==> src/rtl/bsram_pkg.sv <==
package bsram_pkg;
  localparam int LANES = 4;

  typedef enum logic [2:0] {
    CYC_DESEL    = 3'd0,
    CYC_RD_BEGIN = 3'd1,
    CYC_WR_BEGIN = 3'd2,
    CYC_RD_CONT  = 3'd3,
    CYC_WR_CONT  = 3'd4,
    CYC_RD_SUSP  = 3'd5,
    CYC_WR_SUSP  = 3'd6,
    CYC_SLEEP    = 3'd7
  } cyc_t;

  typedef enum logic [1:0] {
    SRC_NONE = 2'd0,
    SRC_EXT  = 2'd1,
    SRC_NEXT = 2'd2,
    SRC_CUR  = 2'd3
  } src_t;

  // write request: all-lanes enable, or byte enable with any lane picked
  function automatic logic write_req(logic all_n, logic byte_n,
                                     logic [LANES-1:0] lane_n);
    return !all_n || (!byte_n && (lane_n != {LANES{1'b1}}));
  endfunction

  function automatic logic [LANES-1:0] lane_mask(logic all_n, logic byte_n,
                                                 logic [LANES-1:0] lane_n);
    if (!all_n) return {LANES{1'b1}};
    if (!byte_n) return ~lane_n;
    return '0;
  endfunction

  // low two address bits of burst step k from start s
  function automatic logic [1:0] burst_low(logic [1:0] s, logic [1:0] k,
                                           logic linear);
    return linear ? (s + k) : (s ^ k);
  endfunction
endpackage

==> src/rtl/bsram_decode.sv <==
module bsram_decode
  import bsram_pkg::*;
(
  input  logic             sel1_n,
  input  logic             sel2,
  input  logic             sel3_n,
  input  logic             cpu_stb_n,
  input  logic             ctl_stb_n,
  input  logic             burst_step_n,
  input  logic             wr_all_n,
  input  logic             byte_wr_n,
  input  logic [LANES-1:0] lane_en_n,
  input  logic             sleep,
  input  logic             burst_live,
  output cyc_t             kind,
  output src_t             src,
  output logic [LANES-1:0] lane_wr,
  output logic             rd_cyc,
  output logic             wr_cyc
);
  logic sel, cpu_eff, wreq;

  assign sel     = !sel1_n && sel2 && !sel3_n;
  assign cpu_eff = !cpu_stb_n && !sel1_n;
  assign wreq    = write_req(wr_all_n, byte_wr_n, lane_en_n);

  always_comb begin
    kind = CYC_DESEL;
    src  = SRC_NONE;
    if (sleep) begin
      kind = CYC_SLEEP;
    end else if (cpu_eff) begin
      if (sel) begin
        kind = CYC_RD_BEGIN;
        src  = SRC_EXT;
      end
    end else if (!ctl_stb_n) begin
      if (sel) begin
        kind = wreq ? CYC_WR_BEGIN : CYC_RD_BEGIN;
        src  = SRC_EXT;
      end
    end else if (burst_live) begin
      if (!burst_step_n) begin
        kind = wreq ? CYC_WR_CONT : CYC_RD_CONT;
        src  = SRC_NEXT;
      end else begin
        kind = wreq ? CYC_WR_SUSP : CYC_RD_SUSP;
        src  = SRC_CUR;
      end
    end
  end

  assign wr_cyc  = (kind == CYC_WR_BEGIN) || (kind == CYC_WR_CONT) ||
                   (kind == CYC_WR_SUSP);
  assign rd_cyc  = (kind == CYC_RD_BEGIN) || (kind == CYC_RD_CONT) ||
                   (kind == CYC_RD_SUSP);
  assign lane_wr = wr_cyc ? lane_mask(wr_all_n, byte_wr_n, lane_en_n) : '0;
endmodule

==> src/rtl/bsram_burst.sv <==
module bsram_burst
  import bsram_pkg::*;
#(
  parameter int AW = 6
) (
  input  logic          clk,
  input  logic          rst_n,
  input  cyc_t          kind,
  input  src_t          src,
  input  logic          linear_mode,
  input  logic [AW-1:0] ext_addr,
  output logic [AW-1:0] eff_addr,
  output logic          live
);
  logic [AW-1:0] base_q;
  logic [1:0]    step_q;
  logic [1:0]    step_sel;

  always_comb begin
    step_sel = step_q;
    if (src == SRC_NEXT) step_sel = step_q + 2'd1;
  end

  always_comb begin
    if (src == SRC_EXT) eff_addr = ext_addr;
    else eff_addr = {base_q[AW-1:2], burst_low(base_q[1:0], step_sel, linear_mode)};
  end

  always_ff @(posedge clk) begin
    if (!rst_n) begin
      base_q <= '0;
      step_q <= '0;
      live   <= 1'b0;
    end else begin
      case (kind)
        CYC_RD_BEGIN, CYC_WR_BEGIN: begin
          base_q <= ext_addr;
          step_q <= '0;
          live   <= 1'b1;
        end
        CYC_RD_CONT, CYC_WR_CONT: step_q <= step_sel;
        CYC_DESEL: live <= 1'b0;
        default: ;
      endcase
    end
  end
endmodule

==> src/rtl/bsram_array.sv <==
module bsram_array
  import bsram_pkg::*;
#(
  parameter int AW     = 6,
  parameter int LANE_W = 8
) (
  input  logic                    clk,
  input  logic                    rst_n,
  input  logic [AW-1:0]           addr,
  input  logic [LANES-1:0]        lane_wr,
  input  logic [LANES*LANE_W-1:0] wdata,
  input  logic                    rd_cyc,
  output logic [LANES*LANE_W-1:0] rdata,
  output logic                    rd_valid
);
  localparam int DEPTH = 1 << AW;

  for (genvar g = 0; g < LANES; g++) begin : g_lane
    logic [LANE_W-1:0] mem [DEPTH];
    always_ff @(posedge clk) begin
      if (lane_wr[g]) mem[addr] <= wdata[g*LANE_W +: LANE_W];
      if (rd_cyc) rdata[g*LANE_W +: LANE_W] <= mem[addr];
    end
  end

  always_ff @(posedge clk) begin
    if (!rst_n) rd_valid <= 1'b0;
    else rd_valid <= rd_cyc;
  end
endmodule

==> src/rtl/burst_sram_ctrl.sv <==
module burst_sram_ctrl
  import bsram_pkg::*;
#(
  parameter int AW     = 6,
  parameter int LANE_W = 8
) (
  input  logic                    clk,
  input  logic                    rst_n,
  input  logic                    sel1_n,
  input  logic                    sel2,
  input  logic                    sel3_n,
  input  logic                    cpu_stb_n,
  input  logic                    ctl_stb_n,
  input  logic                    burst_step_n,
  input  logic                    wr_all_n,
  input  logic                    byte_wr_n,
  input  logic [3:0]              lane_en_n,
  input  logic                    sleep,
  input  logic                    out_en_n,
  input  logic                    linear_mode,
  input  logic [AW-1:0]           addr,
  input  logic [4*LANE_W-1:0]     wdata,
  output logic [4*LANE_W-1:0]     dq_out,
  output logic                    dq_oe,
  output logic [2:0]              cyc_kind,
  output logic [1:0]              addr_src,
  output logic [3:0]              lane_wr
);
  localparam int DW = LANES * LANE_W;

  cyc_t          kind;
  src_t          src;
  logic          rd_cyc, wr_cyc, live;
  logic [AW-1:0] eff_addr;
  logic [DW-1:0] rdata;
  logic          rd_valid;

  bsram_decode u_dec (
    .sel1_n(sel1_n), .sel2(sel2), .sel3_n(sel3_n),
    .cpu_stb_n(cpu_stb_n), .ctl_stb_n(ctl_stb_n), .burst_step_n(burst_step_n),
    .wr_all_n(wr_all_n), .byte_wr_n(byte_wr_n), .lane_en_n(lane_en_n),
    .sleep(sleep), .burst_live(live),
    .kind(kind), .src(src), .lane_wr(lane_wr), .rd_cyc(rd_cyc), .wr_cyc(wr_cyc)
  );

  bsram_burst #(.AW(AW)) u_burst (
    .clk(clk), .rst_n(rst_n), .kind(kind), .src(src),
    .linear_mode(linear_mode), .ext_addr(addr),
    .eff_addr(eff_addr), .live(live)
  );

  bsram_array #(.AW(AW), .LANE_W(LANE_W)) u_arr (
    .clk(clk), .rst_n(rst_n), .addr(eff_addr), .lane_wr(lane_wr),
    .wdata(wdata), .rd_cyc(rd_cyc), .rdata(rdata), .rd_valid(rd_valid)
  );

  assign dq_oe    = rd_valid && !out_en_n && !sleep;
  assign dq_out   = dq_oe ? rdata : '0;
  assign cyc_kind = kind;
  assign addr_src = src;
endmodule

==> config.mk <==
export PLATFORM = sky130hd
export DESIGN_NAME = burst_sram_ctrl
export DESIGN_NICKNAME = d
export VERILOG_FILES = /design/src/rtl/bsram_pkg.sv /design/src/rtl/bsram_decode.sv /design/src/rtl/bsram_burst.sv /design/src/rtl/bsram_array.sv /design/src/rtl/burst_sram_ctrl.sv
export SDC_FILE = /design/constraint.sdc
export NUM_CORES = 2
export LEC_CHECK = 0
export BUFFER_PORTS_ARGS = -buffer_cell sky130_fd_sc_hd__clkbuf_2
export CAP_MARGIN = 20
export CORE_ASPECT_RATIO = 1.4
export CORE_UTILIZATION = 50
export CTS_CLUSTER_DIAMETER = 80
export DETAILED_ROUTE_END_ITERATION = 16
export PLACE_DENSITY = 0.63
export SETUP_SLACK_MARGIN = 0.15
export SYNTH_ARGS = -nofsm -noshare
export SYNTH_HDL_FRONTEND = slang
export SYNTH_SLANG_ARGS = --single-unit
export TNS_END_PERCENT = 5
==> constraint.sdc <==
create_clock -name clk -period 7.15 [get_ports clk]
set_clock_uncertainty 0.15 [all_clocks]
set_input_delay 1.43 -clock clk [delete_from_list [all_inputs] [get_ports clk]]
set_output_delay 1.43 -clock clk [all_outputs]
set_load 0.01 [all_outputs]
==> impl_metrics.env <==
export IMPL_status="completed"
export IMPL_vias_per_cell=6.68
export IMPL_crit_path_frequent_cell="nand2_1"
export IMPL_layout_drive_gt1_share_pct=15.7
export IMPL_postCtsSetupBuffers=0
export IMPL_async_flop_share_pct=0
export IMPL_insertion_delay_ns=0.87
export IMPL_netlist_instances=5389
export IMPL_grt_ovfl_total=0
export IMPL_htree_levels=4
export IMPL_crit_path_start_kind="input pin"
export IMPL_cts_hold_buffers_added=0
export IMPL_grt_pass1_vias=51200
export IMPL_synthMuxAreaShare_pct=5.90
export IMPL_grt_busiest_layer="met2"
export IMPL_path_clk_slew_ns=0.06
export IMPL_power_leakage_nw=31.1
export IMPL_critPathRequiredTime_ns=7.54
export IMPL_clockBufferDepth=3
export IMPL_crit_fanout=44
export IMPL_crit_family="simple AND/OR/NAND/NOR gates"
export IMPL_worst_pin_slew_ns=1.25
export IMPL_core_area_um2=164000
export IMPL_yosys_warnings=0
export IMPL_fillers=12700
export IMPL_slowest_delay_ns=0.71
export IMPL_synth_fa_ha_area_share_pct=0.0302
export IMPL_synthesis_area_um2=82900
export IMPL_synth_ff_type="edfxtp_1"
export IMPL_cp_startpoint="cpu_stb_n"
export IMPL_cp_arrival_ns=6.47
export IMPL_post_cts_resized=0
export IMPL_worst_path_stages=18
export IMPL_reg2reg_slack_ns=1.55
export IMPL_setup_violations=0
export IMPL_end_kind="register"
export IMPL_slowest_stage="nor3_1"
export IMPL_slew_violations=0
export IMPL_io_pin_count=97
export IMPL_wire_per_inst_um=35.4
export IMPL_grt_pass1_wl_mm=393
export IMPL_cts_tree="done"
export IMPL_synthToLayoutAreaGrowth_pct=13.3
export IMPL_synthTopCellsByArea="edfxtp_1 75%, nand2_1 3.9%, mux4_2 3.0%"
export IMPL_yosys_area_share_simple_pct=9.18
export IMPL_ir_drop_mv=0.285
export IMPL_chipWidth_um=346
export IMPL_fin_nets=5731
export IMPL_fin_tns_setup_ns=0
export IMPL_die_height_um=484
export IMPL_final_hold_viol_count=0
export IMPL_grt_antenna_before_repair=12
export IMPL_min_delay_start="u_burst.base_q[0]"
export IMPL_dieArea_um2=167000
export IMPL_grt_usage_pct=33.5
export IMPL_grtUsageMet1_pct=42.1
export IMPL_reg2reg_from="u_burst.live"
export IMPL_ant_nets=0
export IMPL_fin_crit_sh_pct=85.0
export IMPL_grt_max_degree=115
export IMPL_gp_congestion=0.944
export IMPL_final_seq_area_um2=62700
export IMPL_synth_edff_count=2080
export IMPL_vias=53200
export IMPL_syn_mean_instance_area_um2=15.4
export IMPL_cp_endpoint="u_arr.g_lane[3].mem[44][1]"
export IMPL_slew_headroom_pct=15.9
export IMPL_fmax_mhz=164
export IMPL_crit_chain="clkbuf_2 > o211ai_4 > nor2_1 > nand2_1 > nand2_1 > nor3_1 > xor2_1 > ha_1 > nand2_1 > xnor2_1 > buf_4 > xnor2_1 > a21oi_4 > buf_12 > nor3_1 > nand2_1 > nor2_1 > buf_4"
export IMPL_multiInputGateArea_um2=18900
export IMPL_cts_inserted_buffers=190
export IMPL_synth_largest_area_cell="edfxtp_1"
export IMPL_worst_r2r_cell_count=17
export IMPL_ys_ff_latch=2090
export IMPL_hpwl_mm=175
export IMPL_period_needed_ns=6.08
export IMPL_drc=0
export IMPL_routed_wl_mm=282
export IMPL_crit_type="in -> reg"
export IMPL_met2_usage_pct=52.4
export IMPL_start_util_pct=50.4
export IMPL_num_rows=176
export IMPL_synth_compound_area_share_pct=7.24
export IMPL_power_density_nw_per_um2=282
export IMPL_cts_sinks=2090
export IMPL_synth_seq_area_share_pct=75.6
export IMPL_syn_nets=5446
export IMPL_synth_top_family_by_area="simple AND/OR/NAND/NOR gates"
export IMPL_clock_root_buffer="clkbuf_16"
export IMPL_yosysTopAreaCellShare_pct=75.4
export IMPL_use_met3_pct=7.88
export IMPL_synthXorXnorAreaFrac_pct=0.0634
export IMPL_fin_area_um2=93900
export IMPL_port_buffers=96
export IMPL_rsz0062_at_grt="no"
export IMPL_drt_iter0_drc=7731
export IMPL_place_area_um2=87900
export IMPL_worst_r2r_endpoint="u_arr.g_lane[3].mem[44][1]"
export IMPL_cp_buffers_inverters=4
export IMPL_dr_pass1_iters=6
export IMPL_synth_distinct_cells=76
export IMPL_drv_cap=0
export IMPL_worstHoldPathType="reg -> reg"
-- layout make-up --
class | instances | share of cell area (%)
diodes | 6 | 0.0160
clock buffers | 234 | 5.35
clock inverters | 115 | 0.980
inverters | 9 | 0.0360
multi-input cells | 2907 | 20.1
flip-flops and latches | 2090 | 66.7
well taps | 2136 | 2.85
repair buffers | 476 | 3.93
-- flip-flops by register name, indices dropped and copies added (netlist names) --
name / flops
u_arr.g_lane.mem: 2048
u_burst.base_q: 6
u_arr.rdata: 32
u_burst.live: 1
u_arr.rd_valid: 1
u_burst.step_q: 2
-- placed cells by master, fill, tap and decap left out, drive strengths merged, types with 112 or more instances in the layout --
cell    count
a31oi     130
nor2      284
nand3     281
mux2i     212
mux4      112
nand2     866
edfxtp   2080
clkbuf    330
buf       380
o21ai     116
and3      122
-- report_power, final --
part	total, W	switching, W	internal [W]
sequential	0.0136	0.0000497	0.0136
clock	0.00993	0.00453	0.00540
combinational	0.00291	0.00210	0.000810
-- cell usage after synthesis (12+ instances only) --
cell type  count
a2111oi_0     12
a211oi_1     106
a21oi_1       76
a221oi_1     111
a22oi_1       56
a311oi_1      40
a31oi_1      130
a32oi_1       43
and2_1        34
and3_1       122
buf_1         55
buf_2        102
clkbuf_1     217
edfxtp_1    2080
mux2_2        22
mux2i_1      212
mux4_2       112
nand2_1      866
nand3_1      281
nand4_1       35
nor2_1       284
nor3_1        45
o21ai_0      113
o311ai_0      15
o31a_1        12
or4_1         12
-- how the worst min path moves through the flow --
stage                                   end  slack (ns)  cells after the start
after floorplan                u_burst.live        0.33                      2
after global placement    u_burst.base_q[0]        0.38                      2
after detailed placement  u_burst.base_q[0]        0.38                      2
after CTS                 u_burst.base_q[0]        0.39                      2
after global routing           u_burst.live        0.41                      2
final                     u_burst.base_q[0]        0.39                      2
-- cells by family (layout without fill, tap and decap cells) --
| kind of cell | Yosys count | in the layout |
|---|---|---|
| flip-flops | 2090 | 2090 |
| AND/OR/NAND/NOR | 1727 | 1727 |
| AO/OA/AOI/OAI | 826 | 826 |
| buffers and inverters | 392 | 834 |
| multiplexers | 346 | 346 |
| XOR/XNOR | 6 | 6 |
| adder cells (fa/ha/maj) | 2 | 2 |
| other | 0 | 6 |
-- per-layer routing --
metal,wire length (µm),up-vias
met1,98200,26900
li1,-,21600
met4,20800,10
met3,31200,867
met5,238,-
met2,132000,3790
-- tightest hold or removal path: cells and delay by family (launching register included) --
family / cells / cell delay [ns]
and+or+nand+nor: 1 / 0.05
muxes: 1 / 0.13
DFF: 1 / 0.32
-- metrics by stage --
stage               total power, W  setup slack, ns  instances  utilization, %  hold slack (ns)
floorplan                   0.0153            0.575       5389               -            0.331
global placement            0.0167            0.518       7609            53.4            0.376
detailed placement          0.0167            0.493       7616            53.4            0.382
CTS                         0.0264             1.36       7965            57.0            0.393
global route                0.0270            0.836       7969            57.1            0.406
finish                      0.0265             1.07       7973            57.1            0.394
Power figures use the tool's default switching activity.
